### src/rtl/pcnu_pkg.sv
package pcnu_pkg;

    localparam int XLEN     = 32;
    localparam int OP_W     = 6;
    localparam int IMM_W    = 16;
    localparam int TGT_W    = 26;
    localparam int ALIGN_W  = 2;

    localparam logic [OP_W-1:0] OPC_JUMP = 6'd2;
    localparam logic [OP_W-1:0] OPC_JAL  = 6'd3;
    localparam logic [OP_W-1:0] OPC_BEQ  = 6'd4;
    localparam logic [OP_W-1:0] OPC_BNE  = 6'd5;

    typedef enum logic [1:0] {
        FLOW_SEQ,
        FLOW_BR_EQ,
        FLOW_BR_NE,
        FLOW_JUMP
    } flow_e;

    typedef struct packed {
        logic [XLEN-1:0] pc;
    } pc_state_t;

endpackage

### src/rtl/pcnu_decode.sv
module pcnu_decode
    import pcnu_pkg::*;
#(
    parameter int OPW = OP_W
) (
    input  logic [OPW-1:0] opcode,
    output flow_e          flow
);

    always_comb begin
        unique case (opcode)
            OPC_BEQ:           flow = FLOW_BR_EQ;
            OPC_BNE:           flow = FLOW_BR_NE;
            OPC_JUMP, OPC_JAL: flow = FLOW_JUMP;
            default:           flow = FLOW_SEQ;
        endcase
    end

endmodule

### src/rtl/pcnu_targets.sv
module pcnu_targets
    import pcnu_pkg::*;
#(
    parameter int AW   = XLEN,
    parameter int IW   = IMM_W,
    parameter int TW   = TGT_W,
    parameter int SH   = ALIGN_W
) (
    input  logic [AW-1:0] pc,
    input  logic [IW-1:0] imm,
    input  logic [TW-1:0] tgt,
    output logic [AW-1:0] seq_addr,
    output logic [AW-1:0] br_addr,
    output logic [AW-1:0] jmp_addr
);

    localparam int EXT_W    = AW - IW - SH;
    localparam int REGION_W = AW - TW - SH;
    localparam logic [AW-1:0] STEP = AW'(1) << SH;

    logic [AW-1:0] offset_bytes;

    // Sign-extend the word count and scale it to bytes.
    assign offset_bytes = {{EXT_W{imm[IW-1]}}, imm, {SH{1'b0}}};
    assign seq_addr     = pc + STEP;
    assign br_addr      = seq_addr + offset_bytes;

    generate
        if (REGION_W > 0) begin : g_region
            // Region bits come from the current PC, never the incremented one.
            assign jmp_addr = {pc[AW-1 -: REGION_W], tgt, {SH{1'b0}}};
        end else begin : g_flat
            assign jmp_addr = {tgt, {SH{1'b0}}};
        end
    endgenerate

endmodule

### src/rtl/pc_next_unit.sv
module pc_next_unit
    import pcnu_pkg::*;
#(
    parameter int AW = XLEN
) (
    input  logic          clk,
    input  logic          rst,
    input  logic          en,
    input  logic [31:0]   instr,
    input  logic          regs_equal,
    output logic [AW-1:0] pc_o,
    output logic [AW-1:0] pc_plus4_o,
    output logic [AW-1:0] pc_next_o
);

    localparam int OPC_LSB = 32 - OP_W;

    pc_state_t     state_d, state_q;
    flow_e         flow;
    logic [AW-1:0] seq_addr, br_addr, jmp_addr;
    logic [AW-1:0] sel_d;

    pcnu_decode #(.OPW(OP_W)) u_dec (
        .opcode (instr[31:OPC_LSB]),
        .flow   (flow)
    );

    pcnu_targets #(
        .AW (AW),
        .IW (IMM_W),
        .TW (TGT_W),
        .SH (ALIGN_W)
    ) u_tgt (
        .pc       (state_q.pc),
        .imm      (instr[IMM_W-1:0]),
        .tgt      (instr[TGT_W-1:0]),
        .seq_addr (seq_addr),
        .br_addr  (br_addr),
        .jmp_addr (jmp_addr)
    );

    always_comb begin
        state_d = state_q;
        unique case (flow)
            FLOW_BR_EQ: sel_d = regs_equal ? br_addr : seq_addr;
            FLOW_BR_NE: sel_d = regs_equal ? seq_addr : br_addr;
            FLOW_JUMP:  sel_d = jmp_addr;
            default:    sel_d = seq_addr;
        endcase
        if (rst) begin
            state_d.pc = '0;
        end else if (en) begin
            state_d.pc = sel_d;
        end
    end

    always_ff @(posedge clk) begin
        state_q <= state_d;
    end

    assign pc_o       = state_q.pc;
    assign pc_plus4_o = seq_addr;
    assign pc_next_o  = sel_d;

endmodule

### config.mk
export PLATFORM = sky130hd
export DESIGN_NAME = pc_next_unit
export DESIGN_NICKNAME = d
export VERILOG_FILES = /design/src/rtl/pcnu_pkg.sv /design/src/rtl/pcnu_decode.sv /design/src/rtl/pcnu_targets.sv /design/src/rtl/pc_next_unit.sv
export SDC_FILE = /design/constraint.sdc
export NUM_CORES = 1
export LEC_CHECK = 0
export BUFFER_PORTS_ARGS = -buffer_cell sky130_fd_sc_hd__buf_2
export CORE_AREA = 2 2 143 75
export DETAILED_ROUTE_END_ITERATION = 8
export DIE_AREA = 0 0 145 77
export GPL_TIMING_DRIVEN = 0
export PLACE_DENSITY = 0.7
export SYNTH_ARGS = -nofsm -noshare
export SYNTH_HDL_FRONTEND = slang
export SYNTH_SLANG_ARGS = --single-unit
### constraint.sdc
create_clock -name clk -period 4.55 [get_ports clk]
set_input_delay 0.91 -clock clk [delete_from_list [all_inputs] [get_ports clk]]
set_output_delay 0.91 -clock clk [all_outputs]
set_load 0.01 [all_outputs]
# Word-level counts from Yosys, hierarchy flattened

Cells that the tools add are included.

Bits in registers: 32
Input port bits: 36
Logic and storage cells: 15

Add/sub/neg operators: 2
Equal/unequal tests: 7
Mux-type cells: 4
Reductions and logical operators: 1

Operators with widths:

| cell                                                             | number |
|---|---|
| 32-bit one-hot mux with 3 select lines                           | 1 |
| 32-bit 2-to-1 mux                                                | 2 |
| 32-bit by 3-bit adder with 32-bit output (second input constant) | 1 |
| 32-bit adder                                                     | 1 |
| 6-bit by 2-bit == test with 1-bit output (second input constant) | 2 |
| 6-bit by 3-bit == test with 1-bit output (second input constant) | 2 |
| 2-bit one-hot mux with 3 select lines                            | 1 |
| 2-bit == test (second input constant)                            | 2 |
| 2-bit by 1-bit == test with 1-bit output (second input constant) | 1 |
| 2-bit OR reduction                                               | 1 |

# Logic depth before layout (Yosys ltp)

Depth after elaboration: 5
Depth in mapped cells: 16
Depth with buffers taken out: 15

# Hierarchy

From an unflattened synthesis, not the netlist that was laid out.

Cell total of the unflattened synthesis: 740
Area, all modules: 5337.6 um2

By module, submodules not included:

| module       | times used | cells an instance | area an instance (um2) | seq. area each (um2) |
|---|---|---|---|---|
| pc_next_unit | 1          | 362               | 2685.1                 | 640.6 |
| pcnu_targets | 1          | 372               | 2611.3                 | 0.0 |
| pcnu_decode  | 1          | 6                 | 41.3                   | 0.0 |

# Least setup slack after synthesis

OpenSTA, ideal clock, no wires.

Path kind: reg-to-output
Start: register state_q (netlist bit pc_o[2])
End: output port pc_next_o[25]
Arrival: 3.493 ns
Data required time: 3.640 ns
Slack: 0.147 ns
Stages on the path, launching flop included: 15
Cell sequence: dfxtp_1 > ha_1 > and4_1 > nand2_1 > nor2_1 > xor2_1 > ha_1 > buf_6 > a21o_1 > a21o_1 > a21o_1 > a221oi_2 > a21oi_1 > o21a_1 > or3_1

Cells in the longest elaborated chain, start to end: 4
Elaborated cells between the ends (all ways): 5

RTL lines:

| element                                     | line                                   | RTL |
|---|---|---|
| start: declaration                          | pc_next_unit.sv:18                     | `pc_state_t state_d, state_q;` |
| start signal: assignment                    | pc_next_unit.sv:58                     | `state_q <= state_d;` |
| 32-bit by 3-bit adder with 32-bit output *  | pcnu_targets.sv:25                     | `assign seq_addr = pc + STEP;` |
| net pc_plus4_o[14]                          | pc_next_unit.sv:12                     | `output logic [AW-1:0] pc_plus4_o,` |
| 32-bit adder *                              | pcnu_targets.sv:26                     | `assign br_addr = seq_addr + offset_bytes;` |
| 32-bit 2-to-1 mux, on equally long branches | pc_next_unit.sv:46, pc_next_unit.sv:45 |  |
| 32-bit one-hot mux with 3 select lines *    | pc_next_unit.sv:44                     | `unique case (flow)` |
| end: declaration                            | pc_next_unit.sv:13                     | `output logic [AW-1:0] pc_next_o` |

Mark *: on every way through the listed nets, which the timed path passes. The rest lies on a longest branch.

# Final worst setup path

Start: register state_q (netlist bit pc_o[10])
End: output port pc_next_o[29]

Cells in the longest elaborated chain, start to end: 4
Elaborated cells between the ends (all ways): 5

RTL lines:

| element                                     | line |
|---|---|
| 32-bit by 3-bit adder with 32-bit output *  | pcnu_targets.sv:25 |
| 32-bit adder                                | pcnu_targets.sv:26 |
| 32-bit 2-to-1 mux, on equally long branches | pc_next_unit.sv:46, pc_next_unit.sv:45 |
| 32-bit one-hot mux with 3 select lines *    | pc_next_unit.sv:44 |

Every way passes the cells marked *; elsewhere a longest branch is shown, timed or not.

==> summary.md <==
| Metric | Value |
|---|---|
| Status | complete, but fails checks |
| Violations in the final reports | negative setup slack |
| CTS sink cnt | 32 |
| Largest net degree at the start of global routing | 20 |
| Ys flop type | dfxtp_1 |
| Routed Antenna Nets | 0 |
| Commonest non-fill, non-tap cell in the layout | buf_2 |
| WHS Path Cells | 1 |
| Router iterations before antenna repair | 5 |
| Slew Viols, Final | 0 |
| Syn avg cell area | 7.448 sq um |
| WS Path Type | flip-flop to output port |
| Post-synth EDFFs | 0 |
| IO Pins | between 100 and 150 |
| Wire per inst | 22.59 microns |
| Reg clk slew, reported paths | 0.06 ns |
| Relative slew slack | roughly a third |
| Gr ovfl total | 0 |
| Via-to-Cell Ratio | roughly 6.3 |
| Final wirelength | about 21000 microns |
| Pwr/cell area | 199.8 mW/mm^2 |
| Initial Utilization | roughly 44% |
| Max Freq | ~210 MHz |
| Std-Cell Rows | 26 |
| Area delta synth->final | 49.12% |
| Min cycle time layout | between 4 and 5 ns |
| Seq/Total Area, Yosys | between 10% and 20% |
| Crit start category | flip-flop |
| Placed cells | between 800 and 900 |
| DR iter-0 viols | 629 |
| Most frequent cells in the layout | buf_2, buf_4, nand2_1, nor2_1, ha_1 |
| Worst VDD drop | 0.0001487 V |
| Die W | between 100 and 150 microns |
| Slew @ Worst Pin | 1.008 ns |
| Antenna violations before repair | 0 |
| Arr. time, crit path | approximately 3.8 ns |
| Hold_buf cts | 0 |
| Fin cells | between 900 and 1000 |
| Hold Crit Class | flip-flop to flip-flop |
| CTS tree | yes |
| Leak | around 0.0033 uW |
| Fin crit share | 104.5% |
| R2r worst-path depth | 13 |
| MaxCap Viol Count | 0 |
| Worst Path Required | about 3.6 ns |
| Post-Syn Instances | slightly below 600 |
| Root buffer selected by CTS | clkbuf_16 |
| First-pass GRT wire length | approximately 30000 microns |
| Routed via count | around 6000 |
| Final setup viols | 11 |
| RSZ-0062 raised after global routing | true |
| Diode count | 0 |
| H-Tree Depth | 2 |
| Crit. End Element | output port |
| Nets | 860 |
| GRT Total Usage | between 30% and 40% |
| Post-route setup slack | -0.2032 ns |
| Placeable Area | 0.009922 sq mm |
| Clock Path Buffers | 2 |
| Final Hold Fails | 0 |
| Detail Placement HPWL | ~15000 microns |
| Layout cells sized above 1 | between 40% and 50% |
| Hold Slack | roughly 0.50 ns |
| Drc violations | 0 |
| Post-synth cell types | 69 |
| Critical Path Fanout Max | 7 |
| CTS buffer count | 5 |
| Clock Latency Late Sink | between 0.2 and 0.3 ns |
| Syn_nets | around 660 |
| Die Ht | roughly 77 microns |
| Final core utilization | between 60% and 70% |
| Mapped Area | 0.004402 sq mm |
| Yosys reg bits | 32 |
| Asr flop ratio synth | 0% |
| Largest register FFs | 32 |
| Die ar. | 0.01117 sq mm |
| Port Buf Inserts | 130 |
| Yosys warnings | 0 |
| Vias in the first global route | between 5000 and 6000 |
| Clock skew | 0.006640 ns |
| Routability Congestion | ~1.0 |
-- synthesized netlist by cell type (9+ instances only) --
master / number / area share (%)
nand2_1: 65 / 5.5
nor2_1: 58 / 4.9
ha_1: 35 / 9.9
dfxtp_1: 32 / 15
a21oi_1: 29 / 3.3
nand3_1: 29 / 3.3
inv_1: 27 / 2.3
xnor2_1: 22 / 4.4
nand4_1: 20 / 2.8
xor2_1: 20 / 4.0
a21o_1: 19 / 3.2
nor3_1: 18 / 2.0
o21ai_0: 17 / 1.9
clkbuf_1: 13 / 1.1
and3_1: 11 / 1.6
o211a_1: 10 / 2.3
clkbuf_8: 9 / 2.8
mux2i_1: 9 / 2.0
o21a_1: 9 / 1.5
-- per-layer routing --
| metal | part of all wire (%) | GRT usage [%] | up-vias |
|---|---|---|---|
| met5 | 0 | 0 | - |
| met4 | 1.9 | 7.129 | 0 |
| met3 | 16 | 14.46 | 47 |
| met2 | 39 | 46.33 | 474 |
| met1 | 44 | 49.87 | 2752 |
| li1 | - | - | 2583 |
-- worst max-delay path: stages, from the launching register on --
cell and delay [ns]:
dfxtp_4 0.34, nand4_1 0.13, or3_4 0.45, nor3_4 0.32, buf_4 0.18, xnor2_2 0.13, inv_2 0.09, ha_4 0.36
nand2_4 0.09, a2111o_1 0.42, a2111o_1 0.48, a211o_1 0.35, nand3_2 0.11, buf_6 0.11
-- final cells by class --
| type | count | area (sq um) |
|---|---|---|
| Sequential cell | 32 | 680.7 |
| Buffer | 31 | 250.2 |
| Inverter | 27 | 101.3 |
| Timing Repair Buffer | 191 | 1144 |
| Multi-Input combinational cell | 500 | 4079 |
| Fill cell | 839 | 3358 |
| Tap cell | 140 | 175.2 |
| Clock inverter | 1 | 5.005 |
| Clock buffer | 6 | 128.9 |
-- cells by family after synthesis --
kind of cell / Yosys count / synth area share, %
buffers and inverters: 59 / 8.016
AND/OR/NAND/NOR: 239 / 26.72
adder cells (fa/ha/maj): 36 / 10.40
flip-flops: 32 / 14.55
multiplexers: 10 / 2.303
XOR/XNOR: 43 / 8.869
AO/OA/AOI/OAI: 172 / 29.14
-- report_power, final --
group | internal, uW | switching, uW | total [uW]
registers | 297 | 30.2 | 327
logic | 277 | 380 | 657
clock network | 199 | 128 | 327
total | 773 | 538 | 1310
-- worst paths after layout --
kind	from	end	slack (ns)
min	pc_o[0]	pc_o[0]	0.50
min reg2reg	pc_o[0]	pc_o[0]	0.50
max	pc_o[10]	pc_next_o[29]	-0.20
max reg2reg	pc_o[10]	pc_o[29]	0.83
-- metrics by stage --
stage | instance area, sq um | power, uW | setup TNS (ns) | setup WS, ns
4_1_cts | 6016 | 1217 | -0.08097 | -0.03202
5_1_grt | 6564 | 1360 | -2.384 | -0.2756
2_1_floorplan | 4402 | 664.7 | 0 | 0.1468
3_3_place_gp | 5228 | 832.9 | -4.645 | -0.6919
3_5_place_dp | 5228 | 840.9 | -6.019 | -0.7941
6_report | 6564 | 1312 | -1.103 | -0.2032
-- what timing repair did --
action / 4_1_cts / 5_1_grt
buffers inserted: 34 / 27
pin swaps: 34 / 35
setup endpoints to repair: 21 / 20
resized for setup: 86 / 70
cloned: 0 / 0
Note: power is estimated with default switching activity, not from simulation.
